===== config.mk =====
export PLATFORM = sky130hd
export DESIGN_NAME = seg_xlate
export DESIGN_NICKNAME = d
export VERILOG_FILES = /design/src/rtl/seg_xlate_pkg.sv /design/src/rtl/seg_table.sv /design/src/rtl/seg_check.sv /design/src/rtl/seg_xlate.sv
export SDC_FILE = /design/constraint.sdc
export NUM_CORES = 1
export LEC_CHECK = 0
export ABC_AREA = 1
export CAP_MARGIN = 30
export CORE_ASPECT_RATIO = 1.5
export CORE_UTILIZATION = 59
export DETAILED_ROUTE_END_ITERATION = 10
export PLACE_DENSITY = 0.89
export SLEW_MARGIN = 20
export SYNTH_ARGS = -nofsm -noshare
export SYNTH_HDL_FRONTEND = slang
export SYNTH_SLANG_ARGS = --single-unit

===== constraint.sdc =====
create_clock -name clk -period 4.6 [get_ports clk]
set_clock_uncertainty 0.05 [all_clocks]
set_input_delay 1.15 -clock clk [delete_from_list [all_inputs] [get_ports clk]]
set_output_delay 1.15 -clock clk [all_outputs]
set_load 0.005 [all_outputs]

===== src/rtl/seg_xlate_pkg.sv =====
package seg_xlate_pkg;
  typedef enum logic [1:0] {
    FLT_RANGE   = 2'd0,
    FLT_INVALID = 2'd1,
    FLT_LIMIT   = 2'd2,
    FLT_PERM    = 2'd3
  } flt_e;

  typedef enum logic [1:0] {
    ACC_READ  = 2'd0,
    ACC_WRITE = 2'd1,
    ACC_FETCH = 2'd2,
    ACC_RSVD  = 2'd3
  } acc_e;

  localparam int PERM_BITS = 3;
endpackage


===== src/rtl/seg_table.sv =====
module seg_table
  import seg_xlate_pkg::*;
#(
  parameter int N  = 8,
  parameter int AW = 16,
  localparam int IW = $clog2(N)
) (
  input  logic                 clk,
  input  logic                 rst_n,
  input  logic                 wr_en,
  input  logic [IW-1:0]        wr_idx,
  input  logic [AW-1:0]        wr_base,
  input  logic [AW-1:0]        wr_limit,
  input  logic                 wr_valid,
  input  logic [PERM_BITS-1:0] wr_perm,
  input  logic [IW-1:0]        rd_idx,
  output logic [AW-1:0]        rd_base,
  output logic [AW-1:0]        rd_limit,
  output logic                 rd_valid,
  output logic [PERM_BITS-1:0] rd_perm
);
  logic [AW-1:0]        base_q  [N];
  logic [AW-1:0]        limit_q [N];
  logic                 valid_q [N];
  logic [PERM_BITS-1:0] perm_q  [N];

  for (genvar g = 0; g < N; g++) begin : g_row
    always_ff @(posedge clk) begin
      if (!rst_n) begin
        base_q[g]  <= '0;
        limit_q[g] <= '0;
        valid_q[g] <= 1'b0;
        perm_q[g]  <= '0;
      end else if (wr_en && int'(wr_idx) == g) begin
        base_q[g]  <= wr_base;
        limit_q[g] <= wr_limit;
        valid_q[g] <= wr_valid;
        perm_q[g]  <= wr_perm;
      end
    end
  end

  always_comb begin
    rd_base  = '0;
    rd_limit = '0;
    rd_valid = 1'b0;
    rd_perm  = '0;
    for (int i = 0; i < N; i++) begin
      if (int'(rd_idx) == i) begin
        rd_base  = base_q[i];
        rd_limit = limit_q[i];
        rd_valid = valid_q[i];
        rd_perm  = perm_q[i];
      end
    end
  end
endmodule


===== src/rtl/seg_check.sv =====
module seg_check
  import seg_xlate_pkg::*;
#(
  parameter int AW    = 16,
  parameter int SEG_W = 4,
  parameter int LW    = 4
) (
  input  logic [SEG_W-1:0]     seg,
  input  logic [LW-1:0]        count,
  input  logic [AW-1:0]        off,
  input  logic [1:0]           acc,
  input  logic [AW-1:0]        base,
  input  logic [AW-1:0]        limit,
  input  logic                 valid,
  input  logic [PERM_BITS-1:0] perm,
  output logic                 fault,
  output flt_e                 code,
  output logic [AW:0]          paddr
);
  logic allowed;

  always_comb begin
    unique case (acc_e'(acc))
      ACC_READ:  allowed = perm[0];
      ACC_WRITE: allowed = perm[1];
      ACC_FETCH: allowed = perm[2];
      default:   allowed = 1'b0;
    endcase
  end

  always_comb begin
    fault = 1'b1;
    paddr = '0;
    if (int'(seg) >= int'(count)) begin
      code = FLT_RANGE;
    end else if (!valid) begin
      code = FLT_INVALID;
    end else if (off >= limit) begin
      code = FLT_LIMIT;
    end else if (!allowed) begin
      code = FLT_PERM;
    end else begin
      code  = FLT_RANGE;
      fault = 1'b0;
      paddr = {1'b0, base} + {1'b0, off};
    end
  end
endmodule


===== src/rtl/seg_xlate.sv =====
module seg_xlate
  import seg_xlate_pkg::*;
#(
  parameter int N     = 8,
  parameter int AW    = 16,
  parameter int SEG_W = 4,
  localparam int IW   = $clog2(N),
  localparam int LW   = $clog2(N + 1)
) (
  input  logic                 clk,
  input  logic                 rst_n,
  input  logic                 tbl_we,
  input  logic [IW-1:0]        tbl_idx,
  input  logic [AW-1:0]        tbl_base,
  input  logic [AW-1:0]        tbl_limit,
  input  logic                 tbl_valid,
  input  logic [PERM_BITS-1:0] tbl_perm,
  input  logic                 cnt_we,
  input  logic [LW-1:0]        cnt_val,
  input  logic                 req_valid,
  output logic                 req_ready,
  input  logic [SEG_W-1:0]     req_seg,
  input  logic [AW-1:0]        req_off,
  input  logic [1:0]           req_acc,
  output logic                 rsp_valid,
  input  logic                 rsp_ready,
  output logic                 rsp_fault,
  output logic [1:0]           rsp_code,
  output logic [AW:0]          rsp_paddr
);
  logic [LW-1:0]        len_q;
  logic [AW-1:0]        e_base, e_limit;
  logic                 e_valid;
  logic [PERM_BITS-1:0] e_perm;
  logic                 c_fault;
  flt_e                 c_code;
  logic [AW:0]          c_paddr;

  always_ff @(posedge clk) begin
    if (!rst_n) begin
      len_q <= '0;
    end else if (cnt_we) begin
      len_q <= (int'(cnt_val) > N) ? LW'(N) : cnt_val;
    end
  end

  seg_table #(.N(N), .AW(AW)) u_table (
    .clk      (clk),
    .rst_n    (rst_n),
    .wr_en    (tbl_we),
    .wr_idx   (tbl_idx),
    .wr_base  (tbl_base),
    .wr_limit (tbl_limit),
    .wr_valid (tbl_valid),
    .wr_perm  (tbl_perm),
    .rd_idx   (req_seg[IW-1:0]),
    .rd_base  (e_base),
    .rd_limit (e_limit),
    .rd_valid (e_valid),
    .rd_perm  (e_perm)
  );

  seg_check #(.AW(AW), .SEG_W(SEG_W), .LW(LW)) u_check (
    .seg   (req_seg),
    .count (len_q),
    .off   (req_off),
    .acc   (req_acc),
    .base  (e_base),
    .limit (e_limit),
    .valid (e_valid),
    .perm  (e_perm),
    .fault (c_fault),
    .code  (c_code),
    .paddr (c_paddr)
  );

  assign req_ready = !rsp_valid || rsp_ready;

  always_ff @(posedge clk) begin
    if (!rst_n) begin
      rsp_valid <= 1'b0;
      rsp_fault <= 1'b0;
      rsp_code  <= '0;
      rsp_paddr <= '0;
    end else if (req_ready) begin
      rsp_valid <= req_valid;
      if (req_valid) begin
        rsp_fault <= c_fault;
        rsp_code  <= c_code;
        rsp_paddr <= c_paddr;
      end
    end
  end
endmodule


[After elaboration in Yosys (flattened, before gate mapping)]
Memories as Yosys holds them, arrays and structs flattened.
Index checks and enable logic that the tools add are counted.
W data, S select, Z words.
Operators by class
  shifts and indexed selects: 0
  mux-type cells: 103
  multiply operators: 0
  order comparisons: 3
  equality and inequality tests: 16
  reductions and logical operators: 14
  $add $sub $neg: 1
  div/mod/pow operators: 0
  bitwise logic cells: 32
Operators with widths (number)
  $mux W16: 32
  $mux W17: 4
  $mux W3: 16
  $mux W1: 45
  $or A1 B1 Y1: 32
  $eq A3 B3 Y1 const B: 8
  $add A16 B16 Y17: 1
  $ge A16 B16 Y1: 1
  $eq A3 B2 Y1 const B: 4
  $logic_and A1 B1 Y1: 8
  $mux W2: 4
  $eq A3 B1 Y1 const B: 2
  $logic_not A3 Y1: 2
  $ge A4 B4 Y1: 1
  $gt A4 B4 Y1 const B: 1
  $mux W4: 1
  $pmux W1 S3: 1
  $eq A2 B1 Y1 const B: 1
  $eq A2 B2 Y1 const B: 1
  $logic_not A2 Y1: 1
  $reduce_and A2 Y1: 1
  $logic_not A1 Y1: 1
  $logic_or A1 B1 Y1: 1
Word-level totals
  memories kept: 4
  bits in latches: 0
  input port bits: 71
  RAM bits: 288
  output and inout bits: 22
  bits in read-only memories: 0
  bits in registers: 25
  logic and storage cells: 178
Memory list
  u_table.base_q: words 8, bits a word 16, rd ports 8, clocked after memory_dff 0, wr ports 8, RTL line seg_table.sv:22  | logic [AW-1:0] base_q [N];
  u_table.limit_q: words 8, bits a word 16, rd ports 8, clocked after memory_dff 0, wr ports 8, RTL line seg_table.sv:23  | logic [AW-1:0] limit_q [N];
  u_table.perm_q: words 8, bits a word 3, rd ports 8, clocked after memory_dff 0, wr ports 8, RTL line seg_table.sv:25  | logic [PERM_BITS-1:0] perm_q [N];
  u_table.valid_q: words 8, bits a word 1, rd ports 8, clocked after memory_dff 0, wr ports 8, RTL line seg_table.sv:24  | logic valid_q [N];

[Logic depth before layout (Yosys ltp)]
  depth in word-level cells: 14
  depth in mapped cells: 24
  depth with buffers taken out: 23

[Hierarchy]
From an unflattened synthesis, not the netlist that was laid out.
Second synthesis, totals
  cell total of the unflattened synthesis: 1578
  area total of the unflattened synthesis: 15287.2 µm²
By module, submodules not included
  seg_table: cells an instance 1167, area each 12583.3 µm², times used 1, sequential area each 8638.3 µm²
  seg_check: cells an instance 257, area each 1544.0 µm², times used 1, sequential area each 0.0 µm²
  seg_xlate: cells an instance 154, area each 1159.9 µm², times used 1, sequential area each 500.5 µm²

[Worst setup path before layout]
OpenSTA, ideal clock, no wires.
  kind: in2reg
  start point: in tbl_idx[2]
  end point: mem u_table.base_q[7][0] (netlist: u_table.base_q[1][48]), enable pin
  stages: 2
  path buffers: 0
  data arrival time: 3785 ps
  path slack: 285 ps
  data required time: 4071 ps
  setup time: 479 ps
  path through: nand2_1 o21ai_0
RTL lines
  start: declaration: RTL line seg_xlate.sv:13  | input logic [IW-1:0] tbl_idx,
  end: declaration: RTL line seg_table.sv:22

[Worst setup path in the final report]
  start point: in req_seg[2]
  end point: reg rsp_paddr[15]
Between the ends
  longest elaborated chain between the ends: 14
  elaborated cells on any way between the ends: 48
  those cells by class: add/sub (1); order compare (2); eq/ne (7); mux (37); reduce/logical (1)
Ends and longest elaborated chain
  start: declaration: RTL line seg_xlate.sv:22  | input logic [SEG_W-1:0] req_seg,
  $logic_not A3 Y1: RTL line seg_table.sv:49  | if (int'(rd_idx) == i) begin
  $mux W16 or $mux W3 (tied branches) (8 in a row): RTL line seg_table.sv:49
  $add A16 B16 Y17 or $pmux W1 S3 (tied branches): RTL line seg_check.sv:45, seg_check.sv:23
  $mux W17: RTL line seg_check.sv:40  | end else if (!allowed) begin
  $mux W17: RTL line seg_check.sv:38  | end else if (off >= limit) begin
  $mux W17: RTL line seg_check.sv:36  | end else if (!valid) begin
  $mux W17 *: RTL line seg_check.sv:34  | if (int'(seg) >= int'(count)) begin
  end signal: assignment: RTL line seg_xlate.sv:90  | rsp_paddr <= c_paddr;
  end: declaration: RTL line seg_xlate.sv:29  | output logic [AW:0] rsp_paddr
Every way passes the cells marked *; elsewhere a longest branch is shown, timed or not.
A chain may end at the register's enable or synchronous reset.

==> flow_metrics.tcl <==
set metrics [dict create \
    status "finished, final reports clean" \
    dieArea_um2 25100 \
    cts_root_buffer "clkbuf_16" \
    syn2layout_area_growth_pct 18.9 \
    synth_cells 1447 \
    multi_input_area_um2 4680 \
    synth_top_area_frac 0.597 \
    antenna_found_initial 1 \
    drtPass1Iterations 7 \
    fin_crit_ps 4260 \
    ios 93 \
    grt_max_degree 37 \
    required_ps 5020 \
    die_h_um 194 \
    syn_area_um2 14400 \
    fin_area_um2 17200 \
    synth_area_per_cell_um2 9.98 \
    place_congestion 0.945 \
    cts_max_level 1 \
    yosys_warnings 0 \
    crit_path_max_incr_delay_ps 490 \
    cts_tree "yes" \
    via_per_inst 6.15 \
    cp_max_fo 16 \
    grt_pass1_vias 12100 \
    slew_violations 0 \
    startpoint_type "input pin" \
    tightest_slew_ps 776 \
    ff_latch_area_um2 9140 \
    core_um2 23800 \
    placed_area_um2 16300 \
    grt_setup_unrepaired "no" \
    setup_violations 0 \
    nFillCells 1532 \
    hold_path_class "reg -> reg" \
    crit_family "buffers and inverters" \
    yosys-top-cells-area "edfxtp_1, nor2_1, nand2_1, dfxtp_1, ha_1" \
    path_buf_inv 7 \
    path_class "in -> reg" \
    drc_errors 0 \
    fin_ws_ps 344 \
    slew_headroom 0.481 \
    slowest_stage "clkdlybuf4s50_1" \
    p_leak_uw 0.00688 \
    final_common_cell "nor2_1" \
    syn_nets 1558 \
    die-width_um 130 \
    clkSlewWorstSetupHoldPaths_ps 70 \
    vdd_drop_max_mv 0.289 \
    finalCritPeriodShare 0.925 \
    wl_per_cell_um 21.6 \
    endpoint_kind "flop" \
    layout_common_cells "nor2_1, edfxtp_1, nand2_1" \
    cts_buffers 27 \
    cts_setup_buffers 0 \
    nets 1703 \
    synth_top_cell_by_area "edfxtp_1" \
    crit_arrival_ps 4670 \
    port_buffers 92 \
    clk_latency_ps 550 \
    grt_pass1_wl_um 63200 \
    drv_cap 0 \
    clock_path_buffers 3 \
    start_util 0.606 \
    synthDistinctLibCells 38 \
    path_cells "clkdlybuf4s50_1 > inv_2 > nand3_1 > inv_4 > buf_12 > buf_4 > a221oi_1 > nand4_1 > o21ai_2 > ha_1 > nand2_1 > inv_1 > nor2_1 > o21ai_0 > a21oi_1 > nand2_1 > nor2_1 > buf_4 > nand4_1 > a21oi_1" \
    hpwlAfterDp_um 26600 \
    pre_cts_ws_ps -142 \
    pwr_density_cell_nw_per_um2 376 \
    drtIter0Drc 1522 \
    rows 69 \
    synth-seq-cells 313 \
    grt_overflow 0 \
    fmax_ghz 0.235 \
    routed_wl_um 41600 \
    grt_usage 0.340 \
    postRouteAntennaNets 0 \
    drive_above_1_share 0.0931 \
    vias 11900 \
    hold_viol 0 \
    seq_area_frac_synth 0.633 \
    cts.sinks 313 \
]
## Yosys cell counts
cell,n
buf_2,8
nor3b_1,3
nand3_1,68
nor3_2,2
nand3_2,1
clkbuf_1,50
buf_1,6
dfxtp_1,26
xnor2_1,6
o22ai_1,1
o21a_1,3
nand3b_1,3
edfxtp_1,287
nor3_1,6
o211ai_1,2
nor3_4,1
xor2_1,2
buf_4,3
a41oi_1,1
fa_1,1
or2_2,2
o21ai_0,49
clkinv_1,2
o21bai_1,1
a21oi_1,78
ha_1,39
nand2_1,263
inv_2,5
nor2_1,344
clkinv_2,1
a31oi_1,1
inv_1,97
a32oi_1,3
a211oi_1,4
a221oi_1,25
nor4_1,1
nand4_1,51
nor2_2,1
## worst paths after layout
| check | start | depth (start not counted) | endpoint | slack (ps) |
|---|---|---|---|---|
| worst max register to register | u_table.limit_q[0][29] | 16 | rsp_paddr[15] | 1610 |
| worst max-delay path | req_seg[2] | 20 | rsp_paddr[15] | 340 |
| worst min register to register | rsp_paddr[14] | 2 | rsp_paddr[14] | 410 |
| worst min-delay path | rsp_paddr[14] | 2 | rsp_paddr[14] | 410 |
## state kept, by name, summed over array words and instances (netlist names)
register / count
u_table.base_q: 128
u_table.perm_q: 24
len_q: 4
rsp_fault: 1
u_table.limit_q: 128
u_table.valid_q: 8
rsp_valid: 1
rsp_paddr: 17
rsp_code: 2
## power by group
part | leakage [uW] | internal [uW] | total [uW] | switching (uW)
clock | 0.000416 | 1200 | 2200 | 995
sequential | 0.00299 | 3280 | 3340 | 56.2
combinational | 0.00348 | 346 | 928 | 582
total | 0.00688 | 4830 | 6470 | 1630
## cell type report
type | count | area share
Antenna cell | 1 | 0.000146
Clock buffer | 38 | 0.0441
Clock inverter | 10 | 0.00488
Inverter | 105 | 0.0232
Multi-Input combinational cell | 962 | 0.272
Sequential cell | 313 | 0.532
Tap cell | 319 | 0.0232
Timing Repair Buffer | 183 | 0.100
## worst register-to-register path: cells and delay by family (launching register included)
family          cells  cell delay, ps
compound gates      5             820
fa+ha+maj           1             280
buf+inv             2             280
flops               1             390
simple gates        8            1100
## metrics by stage
step                      std cells  utilization  hold WS [ps]  setup TNS (ps)  total power (uW)
after global routing           1930        0.721           425               0              6630
after CTS                      1930        0.720           414               0              6430
final                          1931        0.721           411               0              6470
after floorplan                1447            -           394               0              3880
after global placement         1882        0.685           402            -110              4260
after detailed placement       1882        0.685           404           -2050              4290
## kinds of logic after synthesis
group | share of synthesized area
fa+ha+maj | 0.0352
xor+xnor | 0.00485
flops | 0.633
buf+inv | 0.0462
simple gates | 0.213
compound gates | 0.0676
## repair_timing
| item | CTS | global route |
|---|---|---|
| endpoints found under the setup margin | 0 | 20 |
| resized for setup | 0 | 8 |
| hold buffers | 0 | 0 |
## routing by layer
metal  part of all wire  vias up  global-route usage  routed length (um)
li1                   -     5245                   -                   -
met1               0.31     5459               0.369               12900
met2               0.49      909               0.573               20600
met3               0.12      267              0.0764                4830
met4              0.079        2               0.247                3280
met5            0.00065        -             0.00811                  27
No activity file was read; power rests on OpenSTA's default activity.
